**src/rtl/dec_string_parser.sv**
```systemverilog
module dec_string_parser #(
  parameter int W = 16,
  parameter int CW = 8
) (
  input  logic          clk,
  input  logic          rst_n,
  input  logic          in_valid,
  input  logic [CW-1:0] in_data,
  output logic          in_ready,
  output logic          out_valid,
  output logic [W-1:0]  out_value
);
  localparam logic [CW-1:0] CODE_LO = CW'(8'h30);
  localparam logic [CW-1:0] CODE_HI = CW'(8'h39);
  localparam int ADDS = 4;
  localparam int SW = $clog2(ADDS);

  typedef enum logic [1:0] {S_EMPTY, S_HELD, S_SCALE} state_t;
  state_t state;

  logic [W-1:0]  total, dbl, sum;
  logic [3:0]    pend;
  logic [SW-1:0] step;
  logic          is_digit, take;
  logic [3:0]    digit;

  assign is_digit = (in_data >= CODE_LO) && (in_data <= CODE_HI);
  assign digit    = 4'(in_data - CODE_LO);
  assign sum      = total + {{(W-4){1'b0}}, pend};
  assign in_ready = (state != S_SCALE);
  assign take     = in_valid && in_ready;

  always_ff @(posedge clk) begin
    if (!rst_n) begin
      state     <= S_EMPTY;
      total     <= '0;
      dbl       <= '0;
      pend      <= '0;
      step      <= '0;
      out_valid <= 1'b0;
      out_value <= '0;
    end else begin
      out_valid <= 1'b0;
      case (state)
        S_EMPTY: if (take && is_digit) begin
          pend  <= digit;
          state <= S_HELD;
        end
        S_HELD: if (take) begin
          if (is_digit) begin
            dbl   <= sum << 1;
            total <= sum << 1;
            pend  <= digit;
            step  <= '0;
            state <= S_SCALE;
          end else begin
            out_valid <= 1'b1;
            out_value <= sum;
            total     <= '0;
            pend      <= '0;
            state     <= S_EMPTY;
          end
        end
        S_SCALE: begin
          total <= total + dbl;
          step  <= step + 1'b1;
          if (step == SW'(ADDS - 1)) state <= S_HELD;
        end
        default: state <= S_EMPTY;
      endcase
    end
  end
endmodule

```
**config.mk**
```make
export PLATFORM = sky130hd
export DESIGN_NAME = dec_string_parser
export DESIGN_NICKNAME = d
export VERILOG_FILES = /design/src/rtl/dec_string_parser.sv
export SDC_FILE = /design/constraint.sdc
export NUM_CORES = 1
export LEC_CHECK = 0
export BUFFER_PORTS_ARGS = -buffer_cell sky130_fd_sc_hd__buf_2
export CAP_MARGIN = 5
export CORE_MARGIN = 1.5
export CORE_UTILIZATION = 54
export CTS_BUF_LIST = sky130_fd_sc_hd__clkbuf_8
export DETAILED_ROUTE_END_ITERATION = 10
export GPL_ROUTABILITY_DRIVEN = 0
export GPL_TIMING_DRIVEN = 1
export PLACE_DENSITY = 0.75
export SLEW_MARGIN = 10
export SYNTH_ARGS = -nofsm -noshare
export SYNTH_HDL_FRONTEND = slang
export SYNTH_SLANG_ARGS = --single-unit
export TNS_END_PERCENT = 20
```
**constraint.sdc**
```tcl
create_clock -name clk -period 4.7 [get_ports clk]
set_input_delay 0.94 -clock clk [delete_from_list [all_inputs] [get_ports clk]]
set_output_delay 0.94 -clock clk [all_outputs]
set_load 0.02 [all_outputs]
```
==> results of run 1 <==
[synth_stat cells (all sizes together) (6+ instances only)]
master and number:
nor2 57, dfxtp 55, a211oi 27, a21oi 19
ha 19, nand2 18, xor2 13, mux2i 12
o21ai 12, xnor2 10, nand3 9, inv 8
a21o 7, buf 7, clkbuf 7, nand4 6
[metrics by stage]
| step | total power, mW | setup slack, ns | cells | util, % | cell area (sq um) |
|---|---|---|---|---|---|
| after floorplan | 0.499 | 2.56 | 352 | - | 3100 |
| after CTS | 0.793 | 2.17 | 448 | 61.2 | 3370 |
| after global placement | 0.510 | 1.92 | 440 | 59.4 | 3270 |
| after global routing | 0.815 | 1.97 | 448 | 61.2 | 3370 |
| after detailed placement | 0.511 | 1.83 | 440 | 59.4 | 3270 |
| final | 0.785 | 2.17 | 448 | 61.2 | 3370 |
[path summary, 6_finish.rpt]
path	endpoint	slack, ns	cells past startpoint
setup / recovery	out_value[3]	2.17	7
hold / removal	step[1]	0.49	2
setup reg to reg	total[15]	2.32	9
hold reg to reg	step[1]	0.49	2
[sequential cells by signal, summed over array words and instances (netlist names)]
name and cells:
out_valid 1, out_value 16, state 2, total 15
dbl 15, pend 4, step 2
[cells by family after synthesis]
group | after synthesis | share of synthesized area [%]
AND/OR/NAND/NOR | 120 | 19.2
AO/OA/AOI/OAI | 100 | 23.3
flip-flops | 55 | 35.6
XOR/XNOR | 23 | 6.51
buffers and inverters | 22 | 3.19
adder cells (fa/ha/maj) | 20 | 8.33
multiplexers | 12 | 3.88
[final cells by class]
cell class,count,area [sq um],share of cell area (%)
clock buffers,7,96.3,2.86
clock inverters,1,3.75,0.111
inverters,8,30.0,0.891
multi-input cells,275,1900,56.2
flip-flops and latches,55,1100,32.7
well taps,72,90.1,2.67
repair buffers,30,155,4.60
[cell usage in the layout, fill, tap and decap left out, types with 2 or more instances in the layout]
master	netlist	layout
o22ai_1	5	5
buf_4	3	2
o21a_1	4	4
o221ai_1	2	2
a211o_1	3	3
a31oi_1	3	3
nand4_1	5	5
a2bb2oi_1	3	3
mux2i_1	12	12
or3_1	5	5
nand3_1	8	8
o21ai_1	2	2
nor2_4	2	2
a211oi_1	27	27
o31a_1	3	3
nor2_1	54	54
nand3b_1	2	2
nor2b_1	5	5
a221oi_1	3	3
clkbuf_8	0	7
xor2_1	13	13
xnor2_1	10	10
nor3_1	4	4
and2_1	3	3
buf_2	4	28
a21oi_1	18	18
o211ai_1	2	2
a21o_1	7	7
dfxtp_1	55	55
ha_1	19	19
and3_1	2	2
nand2_1	18	18
o21ai_0	10	10
nand2b_1	5	5
inv_1	7	8
[layer usage]
metal | global-route usage, % | wire (microns) | up-vias
met3 | 4.14 | 347 | 11
met2 | 39.4 | 3130 | 74
met1 | 31.7 | 3270 | 1201
li1 | - | - | 1330
met5 | 0 | 0 | -
met4 | 7.32 | 75 | 0
[worst max-delay path: stages]
cell and delay, ns:
buf_2 0.09, o21ai_1 0.09, and4_1 0.25, nor2_4 0.16, and2_1 0.86, mux2i_1 0.27
nor2_1 0.06
[report_power, final]
part / switching (mW) / internal [mW]
clock network: 0.153 / 0.133
registers: 0.00204 / 0.468
logic: 0.0197 / 0.0103
==> flow_metrics.env, run 1 <==
export IMPL_drtIter0Drc=142
export IMPL_synthFlopType="dfxtp_1"
export IMPL_fin_crit_ns=2.53
export IMPL_rr_startpoint="total[1]"
export IMPL_area_growth_pct=8.93
export IMPL_maxCapViolCount=0
export IMPL_row_count=27
export IMPL_cp_arrival_ns=2.71
export IMPL_fmax_mhz=395
export IMPL_power_density_mw_per_mm2=233
export IMPL_clk_pin_slew_worst_paths_ns=0.10
export IMPL_synthCells=352
export IMPL_yosysTopAreaCell="dfxtp_1"
export IMPL_layout_drive_gt1_share_pct=13.0
export IMPL_hold_slack_ns=0.489
export IMPL_crit_path_end_kind="register"
export IMPL_startpoint="in_data[1]"
export IMPL_avgRoutedWirePerCell_microns=15.2
export IMPL_cts_root_buf="clkbuf_8"
export IMPL_finalSetupViolations=0
export IMPL_num_antenna_cells=0
export IMPL_drv_slew=0
export IMPL_ir_worst_vdd_mv=0.216
export IMPL_leakagePower_nw=1.37
export IMPL_finalCritPeriodShare_pct=53.9
export IMPL_hold_violations=0
export IMPL_grt_pass1_vias=2405
export IMPL_drt_pass1_iter_count=4
export IMPL_fin_nets=406
export IMPL_yosys_warnings=0
export IMPL_fp_coreArea_sq_mm=0.00551
export IMPL_viasPerCell=5.84
export IMPL_hp_start="step[1]"
export IMPL_ys_seq_area_share_pct=35.6
export IMPL_clock_skew_ns=0.00746
export IMPL_start_util_pct=56.2
export IMPL_grt_antenna_before_repair=0
export IMPL_ctsResizeCount=0
export IMPL_async_flop_share_pct=0
export IMPL_die_h_microns=78.7
export IMPL_ioPinCount=29
export IMPL_netlist_area_sq_mm=0.00310
export IMPL_maxSlewHeadroom_pct=28.5
export IMPL_rsz0062_at_grt="false"
export IMPL_critPathLaunchType="primary input"
export IMPL_clock_latency_ns=0.32
export IMPL_min_delay_path_class="reg2reg"
export IMPL_status="finished, final reports clean"
export IMPL_htree_levels=2
export IMPL_grt_util_all_layers_pct=23.9
export IMPL_cts_setup_buffers=0
export IMPL_yosysTopAreaCellShare_pct=35.6
export IMPL_synth_avg_cell_area_sq_um=8.79
export IMPL_tns_ns=0
export IMPL_die_area_sq_mm=0.00620
export IMPL_yosys_cell_types_count=52
export IMPL_finalWirelength_microns=6820
export IMPL_worstSetupPathType="in2reg"
export IMPL_required_ns=4.88
export IMPL_vias=2616
export IMPL_drtAntennaViolNets=0
export IMPL_clockBufferDepth=2
export IMPL_drc=0
export IMPL_place_hpwl_microns=4980
export IMPL_cts_tree="done"
export IMPL_numCtsBuffers=5
export IMPL_syn_nets=383
export IMPL_die_width_microns=78.7
export IMPL_synth_edf_count=0
export IMPL_ys_top_cells_by_area="dfxtp_1, ha_1, a211oi_1"
export IMPL_grt_first_pass_wirelength_microns=11600
export IMPL_tightest_slew_ns=1.07
export IMPL_overflow=0
export IMPL_numPortBuffers=28
export IMPL_synth_seq_cells=55
export IMPL_grt_max_degree=29
export IMPL_cts_sinks=55
export IMPL_cp_max_fo=28
export IMPL_fillers=505
export IMPL_cts_hold_buf=0
No activity file was read; power rests on OpenSTA's default activity.
==> run 2: changes to the inputs <==
clock period = 2.5 ns   (was 4.7 ns; I/O delays follow)
==> run 2 against run 1 <==
Compared with the run above: first-iteration DRC count down 1.4%; die area unchanged; wire length up 1.1%; largest power group unchanged; highest routed layer unchanged; global-route usage up 0.67 points; non-clock buffer count up 7; clock power up 120%; clock-buffer cell count down 1; register-to-register slack worse by 2.0 ns; critical path depth up 2.
==> flow_metrics.env, run 2 (synthesized netlist as in run 1, its figures left out) <==
export IMPL_numPortBuffers=28
export IMPL_cts_sinks=55
export IMPL_layout_setup_ws_ns=0.320
export IMPL_clock_latency_ns=0.31
export IMPL_vias=2650
export IMPL_num_antenna_cells=0
export IMPL_drc=0
export IMPL_worstSetupPathType="reg2reg"
export IMPL_fmax_mhz=459
export IMPL_min_delay_path_class="in2reg"
export IMPL_die_width_microns=78.7
export IMPL_fp_coreArea_sq_mm=0.00551
export IMPL_p_int_mw=1.23
export IMPL_cts_root_buf="clkbuf_8"
export IMPL_critPathTopFamily="compound AO/OA/AOI/OAI gates"
export IMPL_fillers=489
export IMPL_die_area_sq_mm=0.00620
export IMPL_status="finished, final reports clean"
export IMPL_grt_pass1_vias=2519
export IMPL_power_density_mw_per_mm2=454
export IMPL_multiInputGateArea_sq_mm=0.00190
export IMPL_startpoint="total[1]"
export IMPL_die_h_microns=78.7
export IMPL_power_share_clock_pct=40.0
export IMPL_htree_levels=2
export IMPL_fin_nets=413
export IMPL_drtAntennaViolNets=0
export IMPL_area_growth_pct=11.7
export IMPL_grt_first_pass_wirelength_microns=12100
export IMPL_avgRoutedWirePerCell_microns=15.1
export IMPL_drt_pass1_iter_count=4
export IMPL_ioPinCount=29
export IMPL_finalCritPeriodShare_pct=87.2
export IMPL_row_count=27
export IMPL_leakagePower_nw=1.42
export IMPL_clock_skew_ns=0.0104
export IMPL_swShare_pct=21.6
export IMPL_slowest_delay_ns=0.40
export IMPL_numCtsBuffers=5
export IMPL_biggestRegsByFlops="out_value (16), dbl (15), total (15)"
export IMPL_switchingPower_uw=340
export IMPL_crit_path_top_delay_cell="dfxtp_1"
export IMPL_hp_start="in_data[0]"
export IMPL_overflow=0
export IMPL_fin_crit_ns=2.18
export IMPL_maxCapViolCount=0
export IMPL_crit_buf_inv=1
export IMPL_finalSetupViolations=0
export IMPL_comb_power_share_pct=3.7
export IMPL_tightest_slew_ns=0.575
export IMPL_layout_commonest_cell="dfxtp_1"
export IMPL_path_cells="ha_1 -> inv_1 -> fa_1 -> nand2b_1 -> a21oi_1 -> o21ai_1 -> a21boi_1 -> a211o_1 -> o221ai_1"
export IMPL_finalWirelength_microns=6890
export IMPL_clk_pin_slew_worst_paths_ns=0.10
export IMPL_rr_startpoint="total[1]"
export IMPL_clockBufferDepth=2
export IMPL_drtIter0Drc=140
export IMPL_ir_worst_vdd_mv=0.296
export IMPL_rsz0062_at_grt="false"
export IMPL_cp_arrival_ns=2.37
export IMPL_crit_path_end_kind="register"
export IMPL_viasPerCell=5.82
export IMPL_critPathLaunchType="register"
export IMPL_cts_tree="done"
export IMPL_top_register="out_value"
export IMPL_place_hpwl_microns=5100
export IMPL_cts_hold_buf=0
export IMPL_maxSlewHeadroom_pct=61.6
export IMPL_pre_cts_slack_ns=0.291
export IMPL_grt_max_degree=29
export IMPL_start_util_pct=56.2
export IMPL_seqPwrFrac_pct=56.2
export IMPL_grt_antenna_before_repair=0
export IMPL_layout_common_cells="dfxtp_1, nor2_1, buf_2, a211oi_1, ha_1"
export IMPL_hold_violations=0
export IMPL_layout_drive_gt1_share_pct=14.9
export IMPL_tns_ns=0
export IMPL_required_ns=2.69
export IMPL_seq_area_sq_mm=0.00110
export IMPL_largest_reg_flops=16
export IMPL_drv_slew=0
export IMPL_grt_util_all_layers_pct=24.5
export IMPL_cp_max_fo=4
[run 2: metal layers]
metal  wire, microns  share of wire (%)  GRT usage, %  vias up
li1                -                  -             -     1342
met4              80                1.2          6.96        0
met1            3250                 47          33.5     1227
met3             358                5.2          3.68        8
met2            3200                 46          40.3       73
met5               0                  0             0        -
[run 2: worst paths after layout]
path,endpoint,slack (ns),depth (start not counted)
worst max-delay path,total[15],0.32,9
worst min-delay path,pend[0],0.46,3
worst max register to register,total[15],0.32,9
worst min register to register,step[1],0.49,2
[run 2: repair_timing]
item	4_1_cts	5_1_grt
buffers inserted	0	0
gates resized for setup	0	1
endpoints found under the setup margin	0	1
[run 2: per-stage QoR]
step	power [mW]	cell area (sq um)	cells	utilization, %	hold WS [ns]
3_5_place_dp	0.962	3340	447	60.6	0.475
5_1_grt	1.62	3460	455	62.8	0.474
6_report	1.57	3460	455	62.8	0.463
3_3_place_gp	0.961	3340	447	60.6	0.466
2_1_floorplan	0.938	3100	352	-	0.444
4_1_cts	1.59	3460	455	62.8	0.454
[run 2: cell type report]
class | instances | share of cell area [%]
clock buffer | 6 | 2.39
clock inverter | 2 | 1.12
inverter | 8 | 0.868
multi-input combinational | 275 | 54.8
sequential | 55 | 31.8
tap | 72 | 2.60
timing repair buffer | 37 | 6.37
[run 2: tightest hold or removal path: stages]
cell and delay [ns]:
buf_2 0.10, nand3b_1 0.08, a21oi_1 0.06
[run 2: power groups by stage]
| stage | clock network (mW) | registers (mW) | logic, mW |
|---|---|---|---|
| 3_5_place_dp | 0 | 0.903 | 0.0585 |
| 5_1_grt | 0.673 | 0.884 | 0.0652 |
| 3_3_place_gp | 0 | 0.903 | 0.0577 |
| 6_report | 0.629 | 0.883 | 0.0587 |
| 4_1_cts | 0.644 | 0.883 | 0.0588 |
| 2_1_floorplan | 0 | 0.905 | 0.0338 |
